<file path="config.mk">
export PLATFORM = sky130hd
export DESIGN_NAME = ba_mux_path
export DESIGN_NICKNAME = d
export VERILOG_FILES = /design/src/rtl/ba_mux_pkg.sv /design/src/rtl/ba_strobe_edge.sv /design/src/rtl/ba_store_cell.sv /design/src/rtl/ba_lane_select.sv /design/src/rtl/ba_mux_path.sv
export SDC_FILE = /design/constraint.sdc
export NUM_CORES = 1
export LEC_CHECK = 0
export CAP_MARGIN = 20
export CORE_ASPECT_RATIO = 0.7
export CORE_MARGIN = 2
export CORE_UTILIZATION = 30
export CTS_CLUSTER_SIZE = 40
export DETAILED_ROUTE_END_ITERATION = 10
export GPL_TIMING_DRIVEN = 0
export PLACE_DENSITY_LB_ADDON = 0.2
export SYNTH_ARGS = -nofsm -noshare
export SYNTH_HDL_FRONTEND = slang
export SYNTH_SLANG_ARGS = --single-unit
</file>
<file path="constraint.sdc">
create_clock -name clk -period 1.55 [get_ports clk]
set_clock_uncertainty 0.1 [all_clocks]
set_input_delay 0.31 -clock clk [delete_from_list [all_inputs] [get_ports clk]]
set_output_delay 0.31 -clock clk [all_outputs]
set_load 0.02 [all_outputs]
</file>
<file path="src/rtl/ba_mux_pkg.sv">
package ba_mux_pkg;
  typedef enum logic [1:0] {
    ACT_HOLD    = 2'd0,
    ACT_FOLLOW  = 2'd1,
    ACT_CAPTURE = 2'd2
  } cell_act_e;

  // What a storage cell does this clock, from its enables and the strobe edge.
  function automatic cell_act_e cell_action(input logic le, input logic rise, input logic ce_n);
    if (le)
      return ACT_FOLLOW;
    else if (rise && !ce_n)
      return ACT_CAPTURE;
    else
      return ACT_HOLD;
  endfunction
endpackage

</file>
<file path="src/rtl/ba_strobe_edge.sv">
module ba_strobe_edge (
  input  logic clk,
  input  logic rst,
  input  logic strobe_in,
  output logic rise_o
);
  logic strobe_q;

  always_ff @(posedge clk) begin
    if (rst) strobe_q <= 1'b0;
    else     strobe_q <= strobe_in;
  end

  assign rise_o = strobe_in & ~strobe_q;

  // a held strobe yields only one capture event
  a_r11_single_rise: assert property (@(posedge clk) disable iff (rst)
    rise_o |=> !rise_o);
endmodule

</file>
<file path="src/rtl/ba_store_cell.sv">
module ba_store_cell
  import ba_mux_pkg::*;
#(
  parameter int W = 4
) (
  input  logic         clk,
  input  logic         rst,
  input  logic         le,
  input  logic         rise,
  input  logic         ce_n,
  input  logic [W-1:0] d,
  output logic [W-1:0] q
);
  cell_act_e act;
  assign act = cell_action(le, rise, ce_n);

  always_ff @(posedge clk) begin
    if (rst) begin
      q <= '0;
    end else begin
      case (act)
        ACT_FOLLOW, ACT_CAPTURE: q <= d;
        default:                 q <= q;
      endcase
    end
  end

  // for lane cells, R5 for the output cell
  a_r1_follow: assert property (@(posedge clk) disable iff (rst)
    le |=> q == $past(d));
  // for lane cells, R6 for the output cell
  a_r2_capture: assert property (@(posedge clk) disable iff (rst)
    (!le && rise && !ce_n) |=> q == $past(d));
  // for lane cells, R7 for the output cell
  a_r3_hold: assert property (@(posedge clk) disable iff (rst)
    (!le && (!rise || ce_n)) |=> $stable(q));
endmodule

</file>
<file path="src/rtl/ba_lane_select.sv">
module ba_lane_select #(
  parameter int W     = 4,
  parameter int LANES = 4,
  localparam int SEL_W = $clog2(LANES)
) (
  input  logic [LANES*W-1:0] lanes,
  input  logic [SEL_W-1:0]   sel,
  output logic [W-1:0]       node
);
  logic [W-1:0] lane_arr [LANES];

  for (genvar i = 0; i < LANES; i++) begin : g_unpack
    assign lane_arr[i] = lanes[i*W +: W];
  end

  assign node = lane_arr[sel];
endmodule

</file>
<file path="src/rtl/ba_mux_path.sv">
module ba_mux_path #(
  parameter int W     = 4,
  parameter int LANES = 4,
  localparam int SEL_W = $clog2(LANES)
) (
  input  logic               clk,
  input  logic               rst,
  input  logic               ba_strobe,
  input  logic               lane_ce_n,
  input  logic [LANES-1:0]   lane_le,
  input  logic [SEL_W-1:0]   lane_sel,
  input  logic               out_le,
  input  logic               out_ce_n,
  input  logic               a_oe_n,
  input  logic [LANES*W-1:0] b_lanes,
  output logic [W-1:0]       a_val,
  output logic               a_drive
);
  logic               strobe_rise;
  logic [LANES*W-1:0] stage1_q;
  logic [W-1:0]       mux_node;

  ba_strobe_edge u_edge (
    .clk      (clk),
    .rst      (rst),
    .strobe_in(ba_strobe),
    .rise_o   (strobe_rise)
  );

  for (genvar i = 0; i < LANES; i++) begin : g_lane
    ba_store_cell #(.W(W)) u_cell (
      .clk (clk),
      .rst (rst),
      .le  (lane_le[i]),
      .rise(strobe_rise),
      .ce_n(lane_ce_n),
      .d   (b_lanes[i*W +: W]),
      .q   (stage1_q[i*W +: W])
    );
  end

  ba_lane_select #(.W(W), .LANES(LANES)) u_sel (
    .lanes(stage1_q),
    .sel  (lane_sel),
    .node (mux_node)
  );

  ba_store_cell #(.W(W)) u_out (
    .clk (clk),
    .rst (rst),
    .le  (out_le),
    .rise(strobe_rise),
    .ce_n(out_ce_n),
    .d   (mux_node),
    .q   (a_val)
  );

  assign a_drive = ~a_oe_n;

  // the cycle after reset the output is cleared
  a_r10_reset_clear: assert property (@(posedge clk) disable iff (rst)
    $past(rst) |-> a_val == '0);
  // a joint capture hands the output the pre-edge node value
  a_r8_pipeline: assert property (@(posedge clk) disable iff (rst)
    (strobe_rise && !out_le && !out_ce_n && !lane_ce_n) |=> a_val == $past(mux_node));
endmodule

</file>
# Word-level counts from Yosys, hierarchy flattened
# Index checks and enable logic that the tools add are counted.
[totals] ff_bits=21 inputBits=29 word_cells=40
[op_classes] n_lt_le_gt_ge=1 n_eq_ne=10 n_mux=10 n_bitwise=4 n_reduce_logical=9
[op_table] op="$mux 2" n=7
[op_table] op="$eq 2x1->1 const B" n=5
[op_table] op="$eq 2x2->1 const B" n=5
[op_table] op="$reduce_or 2->1" n=5
[op_table] op="$bmux 4 s2" n=1
[op_table] op="$mux 4" n=2
[op_table] op="$ge 3x3->1 const B" n=1
[op_table] op="$not 2->3" n=1
[op_table] op="$logic_and 1x1->1" n=2
[op_table] op="$logic_not 1->1" n=2
[op_table] op="$not 1->1" n=2
[op_table] op="$and 1x1->1" n=1

# Longest topological paths before layout
# Gate-level depths: netlist of run 1.
[depth] word_depth=7 mapped_depth=5

# Modules after synthesis
# From an unflattened synthesis of run 1, not the netlist that was laid out.
[hier_totals] hier_cells=98 area_unflattened_um2=1107.3
[modules_own_cells] mod="ba_store_cell" n_inst=5 cells_each=18 area_per_inst_um2=190.2 seq_area_each_um2=80.1
[modules_own_cells] mod="ba_lane_select" n_inst=1 cells_each=4 area_per_inst_um2=105.1 seq_area_each_um2=0.0
[modules_own_cells] mod="ba_strobe_edge" n_inst=1 cells_each=3 area_per_inst_um2=47.5 seq_area_each_um2=20.0
[modules_own_cells] mod="ba_mux_path" n_inst=1 cells_each=1 area_per_inst_um2=3.8 seq_area_each_um2=0.0

# Worst setup path after synthesis of run 1
# OpenSTA, ideal clock, no wires.
[synth_path] path_kind="reg-to-reg" start="register u_edge.strobe_q" end="register g_lane[0].u_cell.q[0]" setup_ns=0.132 t_arrival_ns=1.076 path_slack_ns=0.242 path_stages_with_launch=6 n_path_buf=2 synth_period_minus_slack_ns=1.308 path_cell_list="dfxtp_1 > or3b_1 > buf_2 > buf_6 > nand3_2 > a21oi_1"
[synth_between] elab_chain_len=7 word_cells_on_any_way=8 cone_classes="eq/ne (2); mux (2); bitwise (2); reduce/logical (2)"
[synth_rtl] item="from (decl)" line="ba_strobe_edge.sv:7" rtl="logic strobe_q;"
[synth_rtl] item="from (signal assigned)" line="ba_strobe_edge.sv:11" rtl="else strobe_q <= strobe_in;"
[synth_rtl] item="$not 1->1 *" line="ba_strobe_edge.sv:14" rtl="assign rise_o = strobe_in & ~strobe_q;"
[synth_rtl] item="$and 1x1->1 *" line="ba_strobe_edge.sv:14"
[synth_rtl] item="$logic_and 1x1->1 *" line="ba_mux_pkg.sv:12" rtl="else if (rise && !ce_n)"
[synth_rtl] item="$mux 2 *" line="ba_mux_pkg.sv:12"
[synth_rtl] item="$mux 2 *" line="ba_mux_pkg.sv:10" rtl="if (le)"
[synth_rtl] item="$eq 2x1->1 / $eq 2x2->1 (equally long branches)" line="ba_store_cell.sv:21" rtl="case (act)"
[synth_rtl] item="$reduce_or 2->1 *" line="ba_store_cell.sv:21"
[synth_rtl] item="to (signal assigned)" line="ba_store_cell.sv:23" rtl="default: q <= q;"
[synth_rtl] item="to (decl)" line="ba_store_cell.sv:12" rtl="output logic [W-1:0] q"
# Every way passes the cells marked *; elsewhere a longest branch is shown, timed or not.
# A chain may end at the register's enable or synchronous reset.

# Final worst setup path of run 1
[layout_path] start="input port a_oe_n" end="output port a_drive"
[layout_between] elab_chain_len=1
[layout_rtl] item="from (decl)" line="ba_mux_path.sv:14" rtl="input logic a_oe_n,"
[layout_rtl] item="$not 1->1" line="ba_mux_path.sv:58" rtl="assign a_drive = ~a_oe_n;"
[layout_rtl] item="to (decl)" line="ba_mux_path.sv:17" rtl="output logic a_drive"
# Every way passes these cells.

==> results.md, run 1 <==
* Yosys warns at 0
* Power per cell area at 837.5 nW/um^2
* Commonest non-fill, non-tap cells in the layout: clkdlybuf4s50_1, dfxtp_1, a21oi_1, nand3_2, o21ai_1
* Non-filler cells, final at 176
* Area of the multi-input gates at between 400 and 500 um^2
* Slew margin rel. at approximately 70%
* HPWL Detailed at roughly 1800 um
* Hold wc startpoint: ba_strobe
* Root Buffer: clkbuf_8
* Hold/Removal Path Class: input port to flop
* CP arrival at between 1000 and 1500 ps
* Placed cell areas at 1346 um^2
* Status: completed
* First-pass GRT wire length at around 3900 um
* Reg2Reg Setup Slack at between 100 and 150 ps
* Final min period at approximately 1500 ps
* Power, Total at between 1 and 1.5 mW
* 1st-pass router iterations at 4
* I/O pin total at 34
* Most common cell after layout, fill and taps aside: clkdlybuf4s50_1
* Mux share of post-synthesis cell area at under 10%
* Die height at approximately 52 um
* Antenna-violating nets left at 0
* P&R area growth vs syn at 43.48%
* Vias in the first global route at 844
* Storage cell area at 420.4 um^2
* Pleak at 0.5193 nW
* CTS tree: done
* I/O Buffers at 32
* Via density at approximately 5
* XOR/XNOR Fraction of Synth Area at 0%
* Antenna Cells at 0
* Cells after Synth at between 100 and 150
* Largest family of logic cells by synthesized area: compound AO/OA/AOI/OAI gates
* Clock sink total at 21
* Kind of end point of the critical path: output pin
* Distinct cells, synth at 19
* Tcrit/Tclk final at a little over nine tenths
* Simple-gate area share of the yosys netlist at between 10% and 20%
* Drt total wl at 2370 um
* Routed wire per std cell at between 10 and 15 um
* Finish-stage setup viols at 0
* Crit Path Class: input port to output pin
* Hold Path End: u_edge.strobe_q$_SDFF_PP0_
* Synthesized area at between 900 and 1000 um^2
* RSZ-0062 raised after global routing: false
* Final Hold Viols at 0
* Largest area contributor in the netlist: dfxtp_1
* Total GRT Usage at about 14%
* Worst Path Required at ~1100 ps
* Register area share after synthesis at about 43%
* Synth top area share at 42.97%
* RR Endpoint: g_lane[3].u_cell.q[1]$_SDFFE_PP0P_
* Depth of the worst hold-timing path at 2
* Die area at 3742 um^2
* Mapped Avg Cell Area at 9.688 um^2
* Post-route cell area at about 1400 um^2
* Post-Syn Nets at 130
* Die width at just over 70 um
* VDD IR-drop max at 0.0003964 V
* Filler instances at approximately 290
* Initial antenna violation count at 0
* # rows at 17
* DP Cell Count at ~170
* Max cap viols at 0
* Worst-path maximum fanout at 1
* Worst-margin pin slew at between 400 and 500 ps
* Worst R2R Path Depth at 5
* Synth Area in Compound Gates at a little under a quarter
* Worst-path clk slew at about 80 ps
* Worst r2r src: u_edge.strobe_q$_SDFF_PP0_
* Synthesized flop and latch total at 21
* CTS max path bufs at 2
* CTS H-tree depth at 1
* Initial DRC count at 46
* Largest net degree at the start of global routing at 14
* Core Box Area at around 3100 um^2
* Fin Hold WS at between 300 and 400 ps
* GRT overflow at 0
* CTS Buf Count at 3
* Layout cells sized above 1 at around 18%
* # DRC at 0
* Synth Area in Adders at 0%
* Final core utilization at around 45%
* Via total after detailed routing at 882
* Clock latency on the worst-skew pair at 260 ps
* Slew Viols, Final at 0
* Initial core utilization at 31.29%
* Fmax at roughly 660 MHz
* Number of nets in the layout at 168
* Startpoint types: input port
* GPL Wtd Cong at 0.7027
* Synth area leaders: dfxtp_1, nand3_2, mux4_2
-- synth_stat cells (all sizes together) --
| cell type | instances |
|---|---|
| buf | 4 |
| mux4 | 4 |
| a21oi | 16 |
| or3b | 1 |
| nor3b | 2 |
| o211ai | 4 |
| nand3 | 16 |
| nor2b | 1 |
| dfxtp | 21 |
| inv | 10 |
| o21ai | 16 |
| o41ai | 4 |
| clkbuf | 2 |
-- registers in the layout, indices dropped and copies added, names as in the netlist --
signal           cells
g_lane.u_cell.q     16
u_edge.strobe_q      1
u_out.q              4
-- power breakdown --
part           switching (mW)  internal [mW]  total [mW]  leakage, nW
clock network           0.186          0.182       0.367       0.0217
registers              0.0219          0.572       0.594        0.173
logic                  0.0949          0.119       0.214        0.324
-- how the worst max path moves through the flow --
| stage | startpoint | end | slack [ps] | depth (start not counted) |
|---|---|---|---|---|
| after floorplan | u_edge.strobe_q$_SDFF_PP0_ | g_lane[0].u_cell.q[0]$_SDFFE_PP0P_ | 240 | 5 |
| after global routing | a_oe_n | a_drive | 10 | 3 |
| after global placement | lane_sel[0] | u_out.q[2]$_SDFFE_PP0P_ | -340 | 4 |
| after detailed placement | ba_strobe | g_lane[3].u_cell.q[1]$_SDFFE_PP0P_ | -380 | 5 |
| after CTS | lane_ce_n | g_lane[3].u_cell.q[1]$_SDFFE_PP0P_ | 8 | 6 |
| final | a_oe_n | a_drive | 40 | 3 |
-- critical path, cell delays in order --
cell             delay, ps
clkdlybuf4s50_1        450
inv_1                   30
dlygate4sd2_1          310
-- cell type report --
cell class	instances	share of cell area, %
Multi-Input combinational cell	64	35.03
Sequential cell	21	29.95
Timing Repair Buffer	33	22.82
Tap cell	38	3.387
Clock buffer	3	2.941
Buffer	6	2.674
Inverter	10	2.674
Clock inverter	1	0.5348
-- through the flow --
stage               worst slack (ps)  setup TNS (ps)
floorplan                      241.8               0
global placement              -342.0           -5575
detailed placement            -376.1           -6008
CTS                            8.266               0
global route                   11.32               0
finish                         37.71               0
-- cell families after synthesis --
logic type | Yosys count
AOI/OAI and AO/OA | 40
DFF | 21
and+or+nand+nor | 20
buffers and inverters | 16
muxes | 4
-- metal layers --
metal / wire length [um] / up-vias / GRT usage, %
met4: 14 / 0 / 3.774
met1: 1189 / 406 / 18.80
li1: - / 454 / -
met3: 145 / 2 / 4.457
met2: 1021 / 20 / 21.10
met5: 0 / - / 0
-- timing repair --
| action | CTS | global route |
|---|---|---|
| gates cloned | 0 | 0 |
| setup endpoints to repair | 19 | 10 |
| pin swaps | 0 | 1 |
| hold buffers | 0 | 0 |
| gates resized for setup | 10 | 1 |
| buffers inserted | 0 | 1 |
(Power assumes the default switching activity.)
==> run 2, diff against run 1 <==
==> constraint.sdc (replaced) <==
create_clock -name clk -period 1.7 [get_ports clk]
set_clock_uncertainty 0.1 [all_clocks]
set_input_delay 0.34 -clock clk [delete_from_list [all_inputs] [get_ports clk]]
set_output_delay 0.34 -clock clk [all_outputs]
set_load 0.02 [all_outputs]
==> results.md, run 2 (synthesized netlist as in run 1, its figures left out) <==
* Status: completed
* Fin Setup TNS at 0 ps (unchanged)
* Via total after detailed routing at 880 (-0.23%)
* Layout cells sized above 1 at 18.12% (unchanged)
* Final core utilization at 45.18% (+0.28 points)
* Pleak at 0.5051 nW (-2.7%)
* CP Launch Point: lane_sel[1]
* DP Cell Count at 171 (unchanged)
* Clock latency on the worst-skew pair at 260 ps (about the same)
* Max FFs per register at 16 (unchanged)
* Vias in the first global route at 838 (-0.71%)
* Worst R2R Path Depth at 5 (unchanged)
* Final Hold Viols at 0 (unchanged)
* Crit-path slowest cell: clkdlybuf4s50_1
* Slew margin rel. at 69.12% (about the same)
* Core Box Area at 3127 um^2 (unchanged)
* Worst Path Required at 1730 ps (+590 ps)
* Tcrit/Tclk final at a little over nine tenths
* Max cap viols at 0 (unchanged)
* RR Endpoint: g_lane[3].u_cell.q[1]$_SDFFE_PP0P_
* Startpoint types: input port
* Delay of the slowest critical-path stage at 570 ps (+120 ps)
* Biggest registers after layout: g_lane.u_cell.q (16), u_out.q (4), u_edge.strobe_q (1)
* Number of nets in the layout at 168 (unchanged)
* VDD IR-drop max at 0.0003617 V (-8.7%)
* Routed wire per std cell at 13.47 um (about the same)
* Slew Viols, Final at 0 (unchanged)
* P&R area growth vs syn at 44.37%
* Via density at 5.000 (-0.23%)
* GPL Wtd Cong at 0.7027 (unchanged)
* Fin Hold WS at 272.0 ps (-78.51 ps)
* # rows at 17 (unchanged)
* HPWL Detailed at 1824 um (unchanged)
* Power, Total at 1.077 mW (-8.4%)
* Largest net degree at the start of global routing at 14 (unchanged)
* CP arrival at 1670 ps (+570 ps)
* Total GRT Usage at 13.79% (-0.042 points)
* GRT overflow at 0 (unchanged)
* Placed cell areas at 1346 um^2 (unchanged)
* Worst r2r src: u_edge.strobe_q$_SDFF_PP0_
* Die width at 72.26 um (unchanged)
* First-pass GRT wire length at 3912 um (-0.36%)
* Most flops, register: g_lane.u_cell.q
* Drt total wl at 2371 um (about the same)
* Reg2Reg Setup Slack at 250 ps (+130 ps)
* Worst-path maximum fanout at 4 (+3)
* Hold Path End: u_edge.strobe_q$_SDFF_PP0_
* Initial core utilization at 31.29% (unchanged)
* Commonest non-fill, non-tap cells in the layout: clkdlybuf4s50_1, dfxtp_1, a21oi_1, nand3_2, o21ai_1
* Non-filler cells, final at 176 (unchanged)
* Worst-path cell chain: clkdlybuf4s50_1 > mux4_2 > o211ai_1 > o41ai_1
* Worst-margin pin slew at 461.2 ps (-0.1817 ps)
* Hold wc startpoint: ba_strobe
* Kind of end point of the critical path: flop
* I/O Buffers at 32 (unchanged)
* # hold bufs at CTS at 0 (unchanged)
* CTS H-tree depth at 1 (unchanged)
* Setup slack at placement at -256.1 ps (+120.0 ps)
* Finish-stage setup viols at 0 (unchanged)
* # DRC at 0 (unchanged)
* Setup WS post-layout at 66.60 ps (+28.89 ps)
* Die area at 3742 um^2 (unchanged)
* Hold/Removal Path Class: input port to flop
* Post-route cell area at 1413 um^2 (+0.62%)
* 1st-pass router iterations at 4 (unchanged)
* Most common cell after layout, fill and taps aside: clkdlybuf4s50_1
* CTS tree: done
* Filler instances at 289 (-1.0%)
* Root Buffer: clkbuf_8
* Clock sink total at 21 (unchanged)
* Initial DRC count at 46 (unchanged)
* Final min period at 1633 ps
* Die height at 51.78 um (unchanged)
* Crit Path Class: input port to flop
* Worst-path clk slew at 80 ps (about the same)
* CTS Buf Count at 3 (unchanged)
* I/O pin total at 34 (unchanged)
* Fmax at 612.2 MHz
* Depth of the worst hold-timing path at 2 (unchanged)
* RSZ-0062 raised after global routing: false
* Power per cell area at 762.5 nW/um^2 (-8.9%)
* Initial antenna violation count at 0 (unchanged)
* Antenna Cells at 0 (unchanged)
* Antenna-violating nets left at 0 (unchanged)
* CTS max path bufs at 2 (unchanged)
==> run 2: how the worst max path moves through the flow <==
stage,endpoint,slack (ps),depth (start not counted)
after floorplan,g_lane[0].u_cell.q[0]$_SDFFE_PP0P_,390,5
after CTS,g_lane[3].u_cell.q[1]$_SDFFE_PP0P_,30,5
final,u_out.q[3]$_SDFFE_PP0P_,70,4
after detailed placement,g_lane[3].u_cell.q[1]$_SDFFE_PP0P_,-260,5
after global routing,a_val[1],10,1
after global placement,u_out.q[2]$_SDFFE_PP0P_,-220,4
==> run 2: area by class of cell <==
| type | count | area, um^2 | area share, % |
|---|---|---|---|
| Timing Repair Buffer | 33 | 331.6 | 23.47 |
| Buffer | 6 | 35.03 | 2.480 |
| Tap cell | 38 | 47.55 | 3.366 |
| Clock buffer | 3 | 41.29 | 2.923 |
| Multi-Input combinational cell | 64 | 491.7 | 34.81 |
| Inverter | 10 | 37.54 | 2.657 |
| Sequential cell | 21 | 420.4 | 29.76 |
| Clock inverter | 1 | 7.507 | 0.5314 |
==> run 2: critical path, delay by kind of cell <==
family / cells / cell delay (ps)
multiplexers: 1 / 540
buffers and inverters: 1 / 570
AO/OA/AOI/OAI: 2 / 210
==> run 2: routing by layer <==
layer,track usage [%],up-vias,routed length (um)
met2,20.95,20,1025
met3,4.457,2,143
met4,3.774,0,14
met5,0,-,0
met1,18.80,405,1188
li1,-,453,-
==> run 2: timing repair <==
item                       in CTS  in global routing
resized for setup               1                  3
hold endpoints to repair        0                  0
setup buffers                   0                  1
setup endpoints to repair       1                 12
pin swaps                       0                  0
==> run 2: power breakdown <==
group | leakage [nW] | switching, mW | internal, mW | total, mW
Sequential | 0.173 | 0.0202 | 0.522 | 0.542
Clock | 0.0217 | 0.169 | 0.166 | 0.335
Combinational | 0.310 | 0.0865 | 0.113 | 0.200
Total | 0.505 | 0.276 | 0.801 | 1.08
